`src/rtl/mtimer16_pkg.sv`:
```
package mtimer16_pkg;
  typedef enum logic [1:0] {M_TIMER = 2'b00, M_WINDOW = 2'b01, M_PWIDTH = 2'b10, M_PPG = 2'b11} mode_e;
  typedef enum logic [1:0] {S_STOP = 2'b00, S_CMD = 2'b01, S_RISE = 2'b10, S_FALL = 2'b11} run_e;
  localparam int AW = 3;
  localparam logic [AW-1:0] AD_CTRL = 3'd0;
  localparam logic [AW-1:0] AD_ALO  = 3'd1;
  localparam logic [AW-1:0] AD_AHI  = 3'd2;
  localparam logic [AW-1:0] AD_BLO  = 3'd3;
  localparam logic [AW-1:0] AD_BHI  = 3'd4;
endpackage

```
`src/rtl/mt_edge.sv`:
```
module mt_edge #(
  parameter int STAGES = 2
) (
  input  logic clk,
  input  logic rst_n,
  input  logic pin,
  output logic level,
  output logic rise,
  output logic fall
);
  logic [STAGES:0] sh_q;

  always_ff @(posedge clk) begin
    if (!rst_n) sh_q <= '0;
    else        sh_q <= {sh_q[STAGES-1:0], pin};
  end

  assign level = sh_q[STAGES-1];
  assign rise  = sh_q[STAGES-1] & ~sh_q[STAGES];
  assign fall  = ~sh_q[STAGES-1] & sh_q[STAGES];
endmodule

```
`src/rtl/mt_dbuf.sv`:
```
module mt_dbuf #(
  parameter int             W    = 16,
  parameter logic [W-1:0]   INIT = '1,
  localparam int            HW   = W / 2
) (
  input  logic          clk,
  input  logic          rst_n,
  input  logic          we_lo,
  input  logic          we_hi,
  input  logic [HW-1:0] wdata,
  input  logic          tick,
  input  logic          ld,
  input  logic [W-1:0]  ld_val,
  output logic [W-1:0]  val,
  output logic          pend
);
  logic [HW-1:0] lo_q, hi_q;
  logic [W-1:0]  val_q;
  logic          pend_q;
  logic          commit;

  assign commit = tick && pend_q;

  always_ff @(posedge clk) begin
    if (!rst_n) begin
      lo_q   <= INIT[HW-1:0];
      hi_q   <= INIT[W-1:HW];
      pend_q <= 1'b0;
      val_q  <= INIT;
    end else begin
      if (we_lo) lo_q <= wdata;
      if (we_hi) hi_q <= wdata;
      if (we_hi)     pend_q <= 1'b1;
      else if (tick) pend_q <= 1'b0;
      if (ld)          val_q <= ld_val;
      else if (commit) val_q <= {hi_q, lo_q};
    end
  end

  assign val  = val_q;
  assign pend = pend_q;

  // the active value moves only on a tick-aligned commit or a capture load
  a_r2_hold_without_commit: assert property (@(posedge clk) disable iff (!rst_n)
    (!ld && !(tick && pend_q)) |=> (val_q == $past(val_q)));
  // a high-byte write arms a pending commit
  a_r2_hi_arms: assert property (@(posedge clk) disable iff (!rst_n)
    we_hi |=> pend_q);
endmodule

```
`src/rtl/mtimer16.sv`:
```
module mtimer16
  import mtimer16_pkg::*;
#(
  parameter int CW   = 16,
  parameter int SYNC = 2,
  localparam int HW  = CW / 2
) (
  input  logic          clk,
  input  logic          rst_n,
  input  logic          tick,
  input  logic          pin_in,
  input  logic          stop_req,
  input  logic          wr_en,
  input  logic [AW-1:0] wr_addr,
  input  logic [HW-1:0] wr_data,
  output logic          ppg_out,
  output logic          irq,
  output logic [7:0]    ctrl_rd,
  output logic [CW-1:0] data_a,
  output logic [CW-1:0] data_b
);
  function automatic logic [CW-1:0] f_bump(input logic [CW-1:0] c);
    return c + 1'b1;
  endfunction

  function automatic logic f_reach(input logic [CW-1:0] c, input logic [CW-1:0] lim);
    return f_bump(c) == lim;
  endfunction

  run_e          run_fld_q;
  mode_e         mode_q;
  logic          acap_q, var_q, ffi_q, evt_q;
  logic          run_q, ppg_q, irq_q;
  logic [CW-1:0] cnt_q;

  logic pin_lvl, pin_rise, pin_fall;
  mt_edge #(.STAGES(SYNC)) u_edge (
    .clk(clk), .rst_n(rst_n), .pin(pin_in),
    .level(pin_lvl), .rise(pin_rise), .fall(pin_fall)
  );

  logic wr_ctrl, idle;
  logic is_tmr, is_win, is_pw, is_ppg;
  logic trig_edge, end_edge, ext_stop;
  logic src, gate, cnt_en, cap_evt, hit_a, hit_b, oneshot_done;
  logic ld_b, we_b_ok;
  logic a_pend, b_pend;

  assign wr_ctrl = wr_en && (wr_addr == AD_CTRL);
  assign idle    = (run_fld_q == S_STOP);
  assign is_tmr  = (mode_q == M_TIMER);
  assign is_win  = (mode_q == M_WINDOW);
  assign is_pw   = (mode_q == M_PWIDTH);
  assign is_ppg  = (mode_q == M_PPG);

  assign trig_edge = (run_fld_q == S_RISE) ? pin_rise : pin_fall;
  assign end_edge  = (run_fld_q == S_RISE) ? pin_fall : pin_rise;
  assign ext_stop  = run_q && is_tmr && var_q && run_fld_q[1] && end_edge;

  assign src    = (is_tmr && evt_q) ? pin_rise : tick;
  assign gate   = (is_win || (is_pw && var_q)) ? pin_lvl : 1'b1;
  assign cnt_en = run_q && src && gate;

  assign cap_evt      = run_q && is_pw && (var_q ? pin_fall : (pin_rise || pin_fall));
  assign hit_a        = cnt_en && !is_pw && f_reach(cnt_q, data_a);
  assign hit_b        = cnt_en && is_ppg && f_reach(cnt_q, data_b);
  assign oneshot_done = hit_a && is_ppg && var_q;

  assign ld_b    = acap_q && !mode_q[1];
  assign we_b_ok = wr_en && is_ppg;

  mt_dbuf #(.W(CW), .INIT('1)) u_lim_a (
    .clk(clk), .rst_n(rst_n),
    .we_lo(wr_en && (wr_addr == AD_ALO)), .we_hi(wr_en && (wr_addr == AD_AHI)),
    .wdata(wr_data), .tick(tick), .ld(cap_evt), .ld_val(cnt_q),
    .val(data_a), .pend(a_pend)
  );

  mt_dbuf #(.W(CW), .INIT('1)) u_lim_b (
    .clk(clk), .rst_n(rst_n),
    .we_lo(we_b_ok && (wr_addr == AD_BLO)), .we_hi(we_b_ok && (wr_addr == AD_BHI)),
    .wdata(wr_data), .tick(tick), .ld(ld_b), .ld_val(cnt_q),
    .val(data_b), .pend(b_pend)
  );

  // control register
  always_ff @(posedge clk) begin
    if (!rst_n) begin
      run_fld_q <= S_STOP;
      mode_q    <= M_TIMER;
      acap_q    <= 1'b0;
      var_q     <= 1'b0;
      ffi_q     <= 1'b0;
      evt_q     <= 1'b0;
    end else begin
      if (stop_req)          run_fld_q <= S_STOP;
      else if (wr_ctrl)      run_fld_q <= run_e'(wr_data[1:0]);
      else if (oneshot_done) run_fld_q <= S_STOP;
      if (wr_ctrl) acap_q <= wr_data[4];
      if (wr_ctrl && idle) begin
        mode_q <= mode_e'(wr_data[3:2]);
        var_q  <= wr_data[5];
        ffi_q  <= wr_data[6];
        evt_q  <= wr_data[7];
      end
    end
  end

  // run state, counter, output flip-flop, interrupt
  always_ff @(posedge clk) begin
    if (!rst_n) begin
      run_q <= 1'b0;
      cnt_q <= '0;
      ppg_q <= 1'b0;
      irq_q <= 1'b0;
    end else begin
      if (idle || oneshot_done || ext_stop) run_q <= 1'b0;
      else if (run_fld_q == S_CMD)          run_q <= 1'b1;
      else if (trig_edge)                   run_q <= 1'b1;

      if (idle || ext_stop) cnt_q <= '0;
      else if (cap_evt)     cnt_q <= cnt_en ? CW'(1) : '0;
      else if (hit_a)       cnt_q <= '0;
      else if (cnt_en)      cnt_q <= f_bump(cnt_q);

      if (idle)                ppg_q <= ffi_q;
      else if (hit_a || hit_b) ppg_q <= ~ppg_q;

      irq_q <= hit_a || cap_evt;
    end
  end

  assign ppg_out = ppg_q;
  assign irq     = irq_q;
  assign ctrl_rd = {evt_q, ffi_q, var_q, acap_q, mode_q, run_fld_q};

  a_r14_stop_forces_idle: assert property (@(posedge clk) disable iff (!rst_n)
    stop_req |=> (run_fld_q == S_STOP));
  a_r13_mode_locked: assert property (@(posedge clk) disable iff (!rst_n)
    (run_fld_q != S_STOP) |=> $stable(mode_q));
  a_r11_oneshot_ends: assert property (@(posedge clk) disable iff (!rst_n)
    (oneshot_done && !stop_req && !wr_ctrl) |=> (run_fld_q == S_STOP));
  a_r12_no_acap_upper_modes: assert property (@(posedge clk) disable iff (!rst_n)
    (mode_q[1] && !b_pend) |=> $stable(data_b));
  a_r10_toggle_on_match: assert property (@(posedge clk) disable iff (!rst_n)
    ((hit_a || hit_b) && !idle) |=> (ppg_q != $past(ppg_q)));
  a_r4_idle_clears: assert property (@(posedge clk) disable iff (!rst_n)
    idle |=> (cnt_q == '0));
  a_r8_capture_loads_a: assert property (@(posedge clk) disable iff (!rst_n)
    cap_evt |=> (data_a == $past(cnt_q)));
  a_r2_a_quiet: assert property (@(posedge clk) disable iff (!rst_n)
    (!a_pend && !cap_evt) |=> $stable(data_a));
endmodule

```
`config.mk`:
```
export PLATFORM = sky130hd
export DESIGN_NAME = mtimer16
export DESIGN_NICKNAME = d
export VERILOG_FILES = /design/src/rtl/mtimer16_pkg.sv /design/src/rtl/mt_edge.sv /design/src/rtl/mt_dbuf.sv /design/src/rtl/mtimer16.sv
export SDC_FILE = /design/constraint.sdc
export NUM_CORES = 1
export LEC_CHECK = 0
export CAP_MARGIN = 20
export CELL_PAD_IN_SITES_DETAIL_PLACEMENT = 1
export CELL_PAD_IN_SITES_GLOBAL_PLACEMENT = 1
export CORE_ASPECT_RATIO = 1.4
export CORE_MARGIN = 1.5
export CORE_UTILIZATION = 38
export DETAILED_ROUTE_END_ITERATION = 16
export PLACE_DENSITY_LB_ADDON = 0.2
export SLEW_MARGIN = 20
export SYNTH_ARGS = -nofsm -noshare
export SYNTH_HDL_FRONTEND = slang
export SYNTH_SLANG_ARGS = --single-unit
```
`constraint.sdc`:
```
create_clock -name clk -period 2.9 [get_ports clk]
set_input_delay 0.435 -clock clk [delete_from_list [all_inputs] [get_ports clk]]
set_output_delay 0.435 -clock clk [all_outputs]
set_load 0.05 [all_outputs]
```
# ---- Yosys cells after proc, flatten, opt, wreduce, memory -nomap -nowiden
# Cells that the tools add are included.
dict set report totals {
  in_bits 17
  ff_bits 96
  word_cells 108
  out_inout_bits 42
}
dict set report classes {
  bitwise 6
  reduce_logical 49
  n_eq_ne 11
  muxes 22
  add_sub_neg 1
}
# cell n
set op_table {}
lappend op_table {{16-bit two-way mux} 7}
lappend op_table {{16-bit == test} 2}
lappend op_table {{1-bit logical AND} 26}
lappend op_table {{16-bit by 1-bit adder with 16-bit output, second input constant} 1}
lappend op_table {{2-bit nonzero test} 7}
lappend op_table {{1-bit two-way mux} 13}
lappend op_table {{1-bit logical OR} 7}
lappend op_table {{2-bit == test, second input constant} 3}
lappend op_table {{3-bit by 2-bit == test with 1-bit output, second input constant} 2}
lappend op_table {{2-bit OR reduction} 3}
lappend op_table {{2-bit by 1-bit == test with 1-bit output, second input constant} 2}
lappend op_table {{2-bit zero test} 2}
lappend op_table {{2-bit two-way mux} 2}
lappend op_table {{1-bit inverter} 4}
lappend op_table {{3-bit by 1-bit == test with 1-bit output, second input constant} 1}
lappend op_table {{3-bit == test, second input constant} 1}
lappend op_table {{3-bit zero test} 1}
lappend op_table {{3-bit nonzero test} 1}
lappend op_table {{1-bit AND} 2}
lappend op_table {{1-bit zero test} 2}

# ---- Depth between registers and ports, before layout
# Gate-level depths: netlist (run 1).
dict set report logic_depth {
  depth_word 12
  mapped_depth 11
  depth_no_buf 10
}

# ---- By module
# Synthesis (run 1) repeated with hierarchy kept, for this count alone.
dict set report hier_totals {
  hier_cells 646
  area_unflattened_um2 5690.5
}
# mod area_per_inst_um2 cells_each seq_area_each_um2 instances
set modules_own_cells {}
lappend modules_own_cells {mt_dbuf 1512.7 149 660.6 2}
lappend modules_own_cells {mtimer16 2573.7 340 540.5 1}
lappend modules_own_cells {mt_edge 91.3 8 60.1 1}

# ---- Least setup slack after synthesis (run 1)
# No wires, ideal clock.
dict set report synth_timing {
  path_type {register -> register}
  startpoint {reg cnt_q[1]}
  endpoint {reg ppg_q (netlist: ppg_out)}
  n_path_buf 0
  path_stages_with_launch 10
  period_less_slack_ns 2.720
  t_arrival_ns 2.595
  setup_time_ns 0.125
  t_required_ns 2.775
  slack_ns 0.180
  cell_sequence {dfxtp_1 > ha_1 > nand3_4 > or4_4 > xor3_1 > o2111ai_1 > or4_1 > nor4_2 > or4_1 > nand3_1}
}
dict set report synth_via {
  elab_chain_cells 5
  word_cells_on_any_way 7
  cone_classes {add/sub (1); eq/ne (2); reduce/logical (4)}
}
# item line
set synth_lines {}
lappend synth_lines {{start, declared} mtimer16.sv:34} ;# logic [CW-1:0] cnt_q;
lappend synth_lines {{start signal, assigned} mtimer16.sv:122} ;# else if (cap_evt) cnt_q <= cnt_en ? CW'(1) : '0;
lappend synth_lines {{start signal, assigned} mtimer16.sv:124} ;# else if (cnt_en) cnt_q <= f_bump(cnt_q);
lappend synth_lines {{16-bit by 1-bit adder with 16-bit output (*)} mtimer16.sv:23} ;# return c + 1'b1;
lappend synth_lines {{16-bit == test} mtimer16.sv:27} ;# return f_bump(c) == lim;
lappend synth_lines {{1-bit logical AND, on equally long branches} {mtimer16.sv:65, mtimer16.sv:66}}
lappend synth_lines {{1-bit logical OR (*)} mtimer16.sv:127} ;# else if (hit_a || hit_b) ppg_q <= ~ppg_q;
lappend synth_lines {{2-bit nonzero test (no line) (*)} n/a}
lappend synth_lines {{end signal, assigned} mtimer16.sv:126} ;# if (idle) ppg_q <= ffi_q;
lappend synth_lines {{end signal, assigned} mtimer16.sv:127}
lappend synth_lines {{end, declared} mtimer16.sv:33} ;# logic run_q, ppg_q, irq_q;
# Every way passes the cells marked *; elsewhere a longest branch is shown, timed or not.
# A chain may end at the register's enable or synchronous reset.

# ---- Final worst setup path (run 1)
dict set report layout_timing {
  startpoint {reg cnt_q[0]}
  endpoint {reg run_fld_q[0]}
}
dict set report layout_via {
  elab_chain_cells 6
}
# item line
set layout_lines {}
lappend layout_lines {{16-bit by 1-bit adder with 16-bit output} mtimer16.sv:23}
lappend layout_lines {{16-bit == test} mtimer16.sv:27}
lappend layout_lines {{1-bit logical AND} mtimer16.sv:65} ;# assign hit_a = cnt_en && !is_pw && f_reach(cnt_q, data_a);
lappend layout_lines {{1-bit logical AND (2 in series)} mtimer16.sv:67} ;# assign oneshot_done = hit_a && is_ppg && var_q;
lappend layout_lines {{2-bit nonzero test (no line)} n/a}
lappend layout_lines {{end signal, assigned} mtimer16.sv:97} ;# else if (wr_ctrl) run_fld_q <= run_e'(wr_data[1:0]);
lappend layout_lines {{end, declared} mtimer16.sv:30} ;# run_e run_fld_q;
# Every way passes these cells.

==> impl_metrics.prom, run 1 <==
# TYPE chip_impl_metric gauge
chip_impl_metric{name="dpl_cell_area",unit="um2"} 5960
chip_impl_info{name="tritoncts",value="built"} 1
chip_impl_metric{name="path_max_fanout",unit=""} 5
chip_impl_metric{name="postSynth.asyncResetShare",unit="%"} 0
chip_impl_metric{name="die_width",unit="um"} 102
chip_impl_metric{name="syn_nets",unit=""} 694
chip_impl_info{name="yosysMostFrequentCell",value="sky130_fd_sc_hd__nand2_1"} 1
chip_impl_metric{name="area_growth",unit="%"} 21.3
chip_impl_info{name="crit_path_start_kind",value="flop"} 1
chip_impl_metric{name="routed_via_density",unit=""} 5.46
chip_impl_metric{name="nFillCells",unit=""} 1664
chip_impl_metric{name="num_rows",unit=""} 50
chip_impl_metric{name="final_util",unit="%"} 47.0
chip_impl_metric{name="vias",unit=""} 4964
chip_impl_metric{name="floorplan.initialDensity",unit="%"} 38.8
chip_impl_metric{name="worstSkewPairLatency",unit="ns"} 0.35
chip_impl_metric{name="cts-htree-levels",unit=""} 3
chip_impl_metric{name="synth_enable_flop_cells",unit=""} 0
chip_impl_info{name="timing.setup.critical_path_class",value="reg2reg"} 1
chip_impl_info{name="top_cells_by_area_synth",value="sky130_fd_sc_hd__dfxtp_1 37%, sky130_fd_sc_hd__nand2_1 13%, sky130_fd_sc_hd__nand3_1 6.1%"} 1
chip_impl_metric{name="max_clock_freq",unit="MHz"} 367
chip_impl_metric{name="postSynthCellCount",unit=""} 674
chip_impl_metric{name="worst_ep_required_time",unit="ns"} 3.13
chip_impl_metric{name="detail_route.first_pass.iterations",unit=""} 5
chip_impl_metric{name="post_drt_wl_per_cell",unit="um"} 19.5
chip_impl_metric{name="clk_transition_reported_paths",unit="ns"} 0.08
chip_impl_metric{name="gr_util_all_layers",unit="%"} 26.2
chip_impl_metric{name="grt_overflow_total",unit=""} 0
chip_impl_metric{name="grt_pass1_wl",unit="um"} 28400
chip_impl_metric{name="synth-seq-cells",unit=""} 96
chip_impl_metric{name="netlist_area",unit="um2"} 5170
chip_impl_metric{name="peakVddDrop",unit="mV"} 0.221
chip_impl_metric{name="top_level_ports",unit=""} 59
chip_impl_metric{name="maximum_number_of_pins_on_one_net_before_global_route_repair",unit=""} 36
chip_impl_metric{name="postRouteAntennaNets",unit=""} 0
chip_impl_info{name="worst_hold_startpoint",value="rst_n"} 1
chip_impl_info{name="hp-class",value="in2reg"} 1
chip_impl_metric{name="drv_cap",unit=""} 0
chip_impl_info{name="synth_top_area_cell",value="sky130_fd_sc_hd__dfxtp_1"} 1
chip_impl_metric{name="drc_errors",unit=""} 0
chip_impl_metric{name="post_cts_hold_buffer_count",unit=""} 0
chip_impl_metric{name="totalNegativeSetupSlack",unit="ns"} 0
chip_impl_metric{name="final.period_utilization",unit="%"} 94.1
chip_impl_metric{name="layout_min_cycle_time",unit="ns"} 2.73
chip_impl_metric{name="reg2regPathDepth",unit=""} 10
chip_impl_info{name="holdPathEnd",value="u_lim_b.hi_q[7]"} 1
chip_impl_metric{name="antennaDiodeCount",unit=""} 0
chip_impl_metric{name="fin_nets",unit=""} 742
chip_impl_metric{name="synthesis.area_per_instance",unit="um2"} 7.67
chip_impl_info{name="root_buffer",value="sky130_fd_sc_hd__clkbuf_16"} 1
chip_impl_metric{name="placement.io_buffers",unit=""} 58
chip_impl_metric{name="cts.repair_timing.setup_buffer_count",unit=""} 0
chip_impl_metric{name="die_height",unit="um"} 141
chip_impl_metric{name="grt_antenna_before_repair",unit=""} 0
chip_impl_metric{name="numClockSinks",unit=""} 96
chip_impl_metric{name="starting_drc_count_in_detailed_routing",unit=""} 180
chip_impl_metric{name="fp.coreArea",unit="um2"} 13300
chip_impl_metric{name="clockBufferDepth",unit=""} 2
chip_impl_metric{name="postRouteWirelength",unit="um"} 17700
chip_impl_info{name="post_synth_most_frequent_cells",value="177 x sky130_fd_sc_hd__nand2_1, 96 x sky130_fd_sc_hd__dfxtp_1, 63 x sky130_fd_sc_hd__nand3_1"} 1
chip_impl_metric{name="synthesis.yosys.warnings",unit=""} 0
chip_impl_metric{name="timing.final.hold_violations",unit=""} 0
chip_impl_metric{name="crit_arrival",unit="ns"} 2.96
chip_impl_metric{name="power_per_cell_area",unit="nW/um2"} 441
chip_impl_metric{name="layout-drive-gt1-share",unit="%"} 9.08
chip_impl_info{name="r2r-start",value="cnt_q[0]"} 1
chip_impl_metric{name="layoutNonFillerInstCount",unit=""} 909
chip_impl_info{name="critical_path.endpoint_type",value="flop"} 1
chip_impl_metric{name="synth.lib_cells_used.distinct",unit=""} 66
chip_impl_metric{name="worst_slew_margin_rel",unit="%"} 47.9
chip_impl_info{name="rr_endpoint",value="run_fld_q[0]"} 1
chip_impl_info{name="rsz0062_at_grt",value="no"} 1
chip_impl_metric{name="power.static_leakage",unit="uW"} 0.00246
chip_impl_metric{name="finalMaxSlewViolations",unit=""} 0
chip_impl_metric{name="hold_ws",unit="ns"} 0.394
chip_impl_metric{name="final_area",unit="um2"} 6270
chip_impl_metric{name="gpl.final_weighted_congestion",unit=""} 0.928
chip_impl_metric{name="die_area",unit="um2"} 14300
chip_impl_metric{name="tritoncts.num_buffers",unit=""} 9
chip_impl_metric{name="ys_seq_area_share",unit="%"} 37.2
chip_impl_metric{name="placed_cells_incl_taps",unit=""} 893
chip_impl_metric{name="synth.top_cell.area_share",unit="%"} 37.2
chip_impl_metric{name="finalSetupViolations",unit=""} 0
chip_impl_info{name="outcome",value="complete, no violations"} 1
chip_impl_metric{name="worstMarginPinSlew",unit="ns"} 0.782
chip_impl_info{name="synth-main-ff-cell",value="sky130_fd_sc_hd__dfxtp_1"} 1
chip_impl_metric{name="vias_in_the_first_global_route",unit=""} 5121
chip_impl_metric{name="worstHoldPathCells",unit=""} 2
chip_impl_metric{name="setup.reg_to_reg.worst_slack",unit="ns"} 0.17
chip_impl_metric{name="clock-skew-final",unit="ns"} 0.00895
chip_impl_metric{name="dp.final_hpwl",unit="um"} 13500
## worst max-delay path by stage
stage                  start            to  slack, ns  cells after the start
floorplan           cnt_q[1]       ppg_out       0.18                      9
global placement    cnt_q[0]      cnt_q[1]       0.21                     10
detailed placement  cnt_q[0]     cnt_q[11]       0.11                     10
CTS                 cnt_q[0]      cnt_q[3]       0.05                     10
global route        cnt_q[0]  run_fld_q[1]      0.002                      9
finish              cnt_q[0]  run_fld_q[0]       0.17                     10
## layer usage
metal	GRT usage (%)	share of wire, %	vias up
li1	-	-	2382
met1	33.2	43	2420
met2	44.5	51	131
met3	4.21	3.6	31
met4	8.99	3.0	0
met5	0	0	-
## final cells by class
| type | count | area (um2) | area share, % |
|---|---|---|---|
| Inverter | 8 | 30.0 | 0.479 |
| Clock inverter | 7 | 67.6 | 1.08 |
| Sequential cell | 96 | 1920 | 30.7 |
| Multi-Input combinational cell | 520 | 3000 | 47.9 |
| Clock buffer | 9 | 225 | 3.59 |
| Tap cell | 182 | 228 | 3.63 |
| Timing Repair Buffer | 87 | 793 | 12.7 |
## logic make-up (layout without fill, tap and decap cells)
logic type / count (synthesis) / count (layout) / synth area share, %
simple gates: 355 / 355 / 33.1
mux: 18 / 18 / 3.49
flops: 96 / 96 / 37.2
buf+inv: 58 / 111 / 5.08
xor+xnor: 50 / 50 / 9.03
fa+ha+maj: 3 / 3 / 0.726
compound gates: 94 / 94 / 11.4
## what timing repair did
item                                   CTS  global route
endpoints found under the hold margin    0             0
resized for setup                        0             4
setup endpoints to repair                0            18
## flip-flops by register name, summed over array words and instances (netlist names), 2 cells and up
register      count
u_lim_a.lo_q      8
u_lim_a.val      16
u_lim_b.lo_q      8
u_lim_b.val      16
cnt_q            16
u_lim_b.hi_q      8
u_edge.sh_q       3
u_lim_a.hi_q      8
run_fld_q         2
mode_q            2
## cell usage in the layout, fill, tap and decap left out, types with 3 or more instances in the layout
| cell type | count |
|---|---|
| sky130_fd_sc_hd__clkinv_4 | 3 |
| sky130_fd_sc_hd__xnor2_1 | 32 |
| sky130_fd_sc_hd__nor4_1 | 6 |
| sky130_fd_sc_hd__a21oi_1 | 10 |
| sky130_fd_sc_hd__nand2b_1 | 8 |
| sky130_fd_sc_hd__clkdlybuf4s50_1 | 57 |
| sky130_fd_sc_hd__buf_4 | 29 |
| sky130_fd_sc_hd__o21ai_0 | 41 |
| sky130_fd_sc_hd__o2111ai_1 | 4 |
| sky130_fd_sc_hd__nand4_1 | 8 |
| sky130_fd_sc_hd__a31oi_1 | 4 |
| sky130_fd_sc_hd__clkbuf_16 | 9 |
| sky130_fd_sc_hd__dfxtp_1 | 96 |
| sky130_fd_sc_hd__and3_1 | 3 |
| sky130_fd_sc_hd__or4_1 | 5 |
| sky130_fd_sc_hd__mux2i_1 | 18 |
| sky130_fd_sc_hd__xor2_1 | 15 |
| sky130_fd_sc_hd__nand3_1 | 63 |
| sky130_fd_sc_hd__nor2_1 | 37 |
| sky130_fd_sc_hd__a21o_1 | 3 |
| sky130_fd_sc_hd__inv_1 | 8 |
| sky130_fd_sc_hd__ha_1 | 3 |
| sky130_fd_sc_hd__o22ai_1 | 3 |
| sky130_fd_sc_hd__nand3b_1 | 3 |
| sky130_fd_sc_hd__and2_1 | 7 |
| sky130_fd_sc_hd__a21boi_0 | 10 |
| sky130_fd_sc_hd__o211ai_1 | 4 |
| sky130_fd_sc_hd__nor3_1 | 7 |
| sky130_fd_sc_hd__nor2b_1 | 5 |
| sky130_fd_sc_hd__nand2_1 | 177 |
## critical path, cell delays in order, from the launching register on
cell and delay (ns):
sky130_fd_sc_hd__dfxtp_1 0.33, sky130_fd_sc_hd__ha_1 0.25, sky130_fd_sc_hd__buf_4 0.17, sky130_fd_sc_hd__xnor2_2 0.13, sky130_fd_sc_hd__xnor2_1 0.15, sky130_fd_sc_hd__or4_1 0.54
sky130_fd_sc_hd__a211o_1 0.26, sky130_fd_sc_hd__nor4_2 0.18, sky130_fd_sc_hd__nand4_2 0.22, sky130_fd_sc_hd__o211ai_1 0.29, sky130_fd_sc_hd__a21oi_1 0.09
## power by group
part           switching [uW]  internal [uW]
combinational             130           78.8
clock                     591            602
sequential               22.5           1340
## metrics by stage
stage	setup slack, ns	power (uW)
6_report	0.172	2760
3_3_place_gp	0.213	1600
4_1_cts	0.0549	2790
2_1_floorplan	0.180	1510
3_5_place_dp	0.113	1600
5_1_grt	0.00218	2870
(Power assumes the default switching activity.)
==> run 2: changes to the inputs <==
Settings changed: ABC_AREA set to 0, CTS_CLUSTER_SIZE set to 24, PLACE_DENSITY set to 0.85, PLACE_DENSITY_LB_ADDON 0.2 to unset.
==> impl_metrics.prom, run 2 (synthesis results as in run 1) <==
# TYPE chip_impl_metric gauge
chip_impl_info{name="outcome",value="complete, no violations"} 1
chip_impl_metric{name="power.combinational.fraction",unit="%"} 7.3
chip_impl_metric{name="worstSkewPairLatency",unit="ns"} 0.35
chip_impl_metric{name="gpl.final_weighted_congestion",unit=""} 0.986
chip_impl_metric{name="vias",unit=""} 5115
chip_impl_metric{name="power_per_cell_area",unit="nW/um2"} 453
chip_impl_metric{name="die_height",unit="um"} 141
chip_impl_metric{name="routed_via_density",unit=""} 5.59
chip_impl_metric{name="post_cts_resized",unit=""} 0
chip_impl_metric{name="worstMarginPinSlew",unit="ns"} 0.837
chip_impl_metric{name="gr_util_all_layers",unit="%"} 26.4
chip_impl_metric{name="area_growth",unit="%"} 22.9
chip_impl_metric{name="max_clock_freq",unit="MHz"} 364
chip_impl_info{name="cp-endpoint",value="run_fld_q[1]"} 1
chip_impl_metric{name="cpPeakStageDelay",unit="ns"} 0.52
chip_impl_info{name="hp-class",value="reg2reg"} 1
chip_impl_metric{name="netSwitchingPower",unit="uW"} 697
chip_impl_metric{name="drv_cap",unit=""} 0
chip_impl_metric{name="power.clock.fraction",unit="%"} 45.3
chip_impl_metric{name="post_drt_wl_per_cell",unit="um"} 20.1
chip_impl_info{name="tritoncts",value="built"} 1
chip_impl_metric{name="clk_transition_reported_paths",unit="ns"} 0.07
chip_impl_info{name="layout.cells.most_common",value="sky130_fd_sc_hd__nand2_1"} 1
chip_impl_metric{name="critical_path_cell_count",unit=""} 11
chip_impl_metric{name="top_level_ports",unit=""} 59
chip_impl_metric{name="crit_arrival",unit="ns"} 2.97
chip_impl_metric{name="timing.final.hold_violations",unit=""} 0
chip_impl_metric{name="reg2regPathDepth",unit=""} 11
chip_impl_metric{name="die_area",unit="um2"} 14300
chip_impl_info{name="layout_common_cells",value="177 x sky130_fd_sc_hd__nand2_1, 96 x sky130_fd_sc_hd__dfxtp_1, 62 x sky130_fd_sc_hd__nand3_1"} 1
chip_impl_metric{name="finalMaxSlewViolations",unit=""} 0
chip_impl_metric{name="worst_slew_margin_rel",unit="%"} 44.1
chip_impl_info{name="rr_endpoint",value="run_fld_q[1]"} 1
chip_impl_metric{name="route.met3.wl",unit="um"} 670
chip_impl_metric{name="detailroute.wirelength.met2",unit="um"} 9250
chip_impl_info{name="topmost_layer_with_routed_signal_wires",value="met4"} 1
chip_impl_metric{name="dp.final_hpwl",unit="um"} 13700
chip_impl_info{name="crit_chain",value="ha_1 -> buf_4 -> xnor2_1 -> xnor2_1 -> or4_1 -> a211o_1 -> nor4_2 -> nand4_2 -> buf_4 -> o211ai_1 -> a21oi_1"} 1
chip_impl_info{name="timing.setup.critical_path_class",value="reg2reg"} 1
chip_impl_metric{name="post_cts_hold_buffer_count",unit=""} 0
chip_impl_metric{name="power.static_leakage",unit="uW"} 0.00252
chip_impl_metric{name="cts-htree-levels",unit=""} 3
chip_impl_metric{name="peakVddDrop",unit="mV"} 0.258
chip_impl_metric{name="layout-drive-gt1-share",unit="%"} 9.69
chip_impl_info{name="crit_path_start_kind",value="flop"} 1
chip_impl_metric{name="maximum_number_of_pins_on_one_net_before_global_route_repair",unit=""} 43
chip_impl_metric{name="grt_pass1_wl",unit="um"} 29100
chip_impl_metric{name="clock-skew-final",unit="ns"} 0.00934
chip_impl_metric{name="grt_overflow_total",unit=""} 0
chip_impl_metric{name="tritoncts.num_buffers",unit=""} 9
chip_impl_metric{name="timing.final.ws_setup",unit="ns"} 0.154
chip_impl_metric{name="fin_nets",unit=""} 748
chip_impl_metric{name="placed_cells_incl_taps",unit=""} 899
chip_impl_metric{name="cp.buffers_inverters",unit=""} 2
chip_impl_metric{name="fp.coreArea",unit="um2"} 13300
chip_impl_metric{name="num_rows",unit=""} 50
chip_impl_metric{name="pwr-share-seq",unit="%"} 47.4
chip_impl_metric{name="path_max_fanout",unit=""} 4
chip_impl_metric{name="clockBufferDepth",unit=""} 2
chip_impl_metric{name="placement.io_buffers",unit=""} 58
chip_impl_metric{name="worst_ep_required_time",unit="ns"} 3.13
chip_impl_metric{name="cts.repair_timing.setup_buffer_count",unit=""} 0
chip_impl_metric{name="postRouteAntennaNets",unit=""} 0
chip_impl_metric{name="antennaDiodeCount",unit=""} 0
chip_impl_metric{name="place_ws",unit="ns"} 0.140
chip_impl_info{name="timing.critical_path.slowest_stage_cell",value="sky130_fd_sc_hd__or4_1"} 1
chip_impl_info{name="crit_family",value="simple AND/OR/NAND/NOR gates"} 1
chip_impl_metric{name="drc_errors",unit=""} 0
chip_impl_info{name="root_buffer",value="sky130_fd_sc_hd__clkbuf_16"} 1
chip_impl_metric{name="grt_antenna_before_repair",unit=""} 0
chip_impl_metric{name="die_width",unit="um"} 102
chip_impl_metric{name="layout_min_cycle_time",unit="ns"} 2.75
chip_impl_metric{name="nFillCells",unit=""} 1608
chip_impl_metric{name="finalSetupViolations",unit=""} 0
chip_impl_metric{name="postRouteWirelength",unit="um"} 18400
chip_impl_metric{name="netSwitchingFraction",unit="%"} 24.2
chip_impl_metric{name="layoutNonFillerInstCount",unit=""} 915
chip_impl_metric{name="floorplan.initialDensity",unit="%"} 38.8
chip_impl_info{name="setup.worst_path.start",value="cnt_q[0]"} 1
chip_impl_metric{name="setup.reg_to_reg.worst_slack",unit="ns"} 0.15
chip_impl_metric{name="internal_power",unit="uW"} 2180
chip_impl_metric{name="final.period_utilization",unit="%"} 94.7
chip_impl_metric{name="vias_in_the_first_global_route",unit=""} 5412
chip_impl_info{name="critical_path.endpoint_type",value="flop"} 1
chip_impl_metric{name="post_layout_power",unit="uW"} 2880
chip_impl_info{name="r2r-start",value="cnt_q[0]"} 1
chip_impl_metric{name="m1WireLength",unit="um"} 7460
chip_impl_metric{name="starting_drc_count_in_detailed_routing",unit=""} 226
chip_impl_metric{name="numClockSinks",unit=""} 96
chip_impl_metric{name="detail_route.first_pass.iterations",unit=""} 5
==> run 2: changes by cell type in the layout (fill, tap and decap cells not counted), moves of 2 or more <==
cell                        before  now
sky130_fd_sc_hd__clkinv_4        3    0
sky130_fd_sc_hd__bufinv_16       0    2
sky130_fd_sc_hd__buf_4          29   34
sky130_fd_sc_hd__nand3_2         0    2
==> run 2: through the flow <==
stage	utilization [%]	setup TNS (ns)	area (um2)	hold slack, ns
6_report	47.7	0	6350	0.440
5_1_grt	47.7	-0.00612	6350	0.466
4_1_cts	47.5	0	6330	0.446
3_5_place_dp	45.1	0	6010	0.429
3_3_place_gp	45.1	0	6010	0.429
2_1_floorplan	-	0	5170	0.412
==> run 2: area by class of cell <==
class / instances / area (um2) / share of cell area (%)
clock buffers: 10 / 229 / 3.60
clock inverters: 6 / 90.1 / 1.42
inverters: 8 / 30.0 / 0.473
multi-input cells: 520 / 3000 / 47.3
flip-flops and latches: 96 / 1920 / 30.3
well taps: 182 / 228 / 3.58
repair buffers: 93 / 851 / 13.4
==> run 2: metal layers <==
metal,GRT usage [%],up-vias
met1,31.6,2526
met4,14.4,0
met2,45.4,142
li1,-,2391
met5,0,-
met3,3.12,56
==> run 2: power by group through the flow <==
stage,Sequential (uW),Combinational [uW],Clock (uW)
6_report,1360,209,1300
5_1_grt,1360,226,1360
2_1_floorplan,1420,88.1,0
3_3_place_gp,1390,201,0
4_1_cts,1360,210,1320
3_5_place_dp,1390,209,0
==> run 2: worst min path at each step <==
stage,from,endpoint,slack [ns],depth (start not counted)
after global routing,u_edge.sh_q[0],u_edge.sh_q[1],0.47,1
final,u_edge.sh_q[0],u_edge.sh_q[1],0.44,1
after floorplan,u_edge.sh_q[0],u_edge.sh_q[1],0.41,1
after CTS,u_edge.sh_q[0],u_edge.sh_q[1],0.45,1
after detailed placement,u_edge.sh_q[0],u_edge.sh_q[1],0.43,1
after global placement,u_edge.sh_q[0],u_edge.sh_q[1],0.43,1
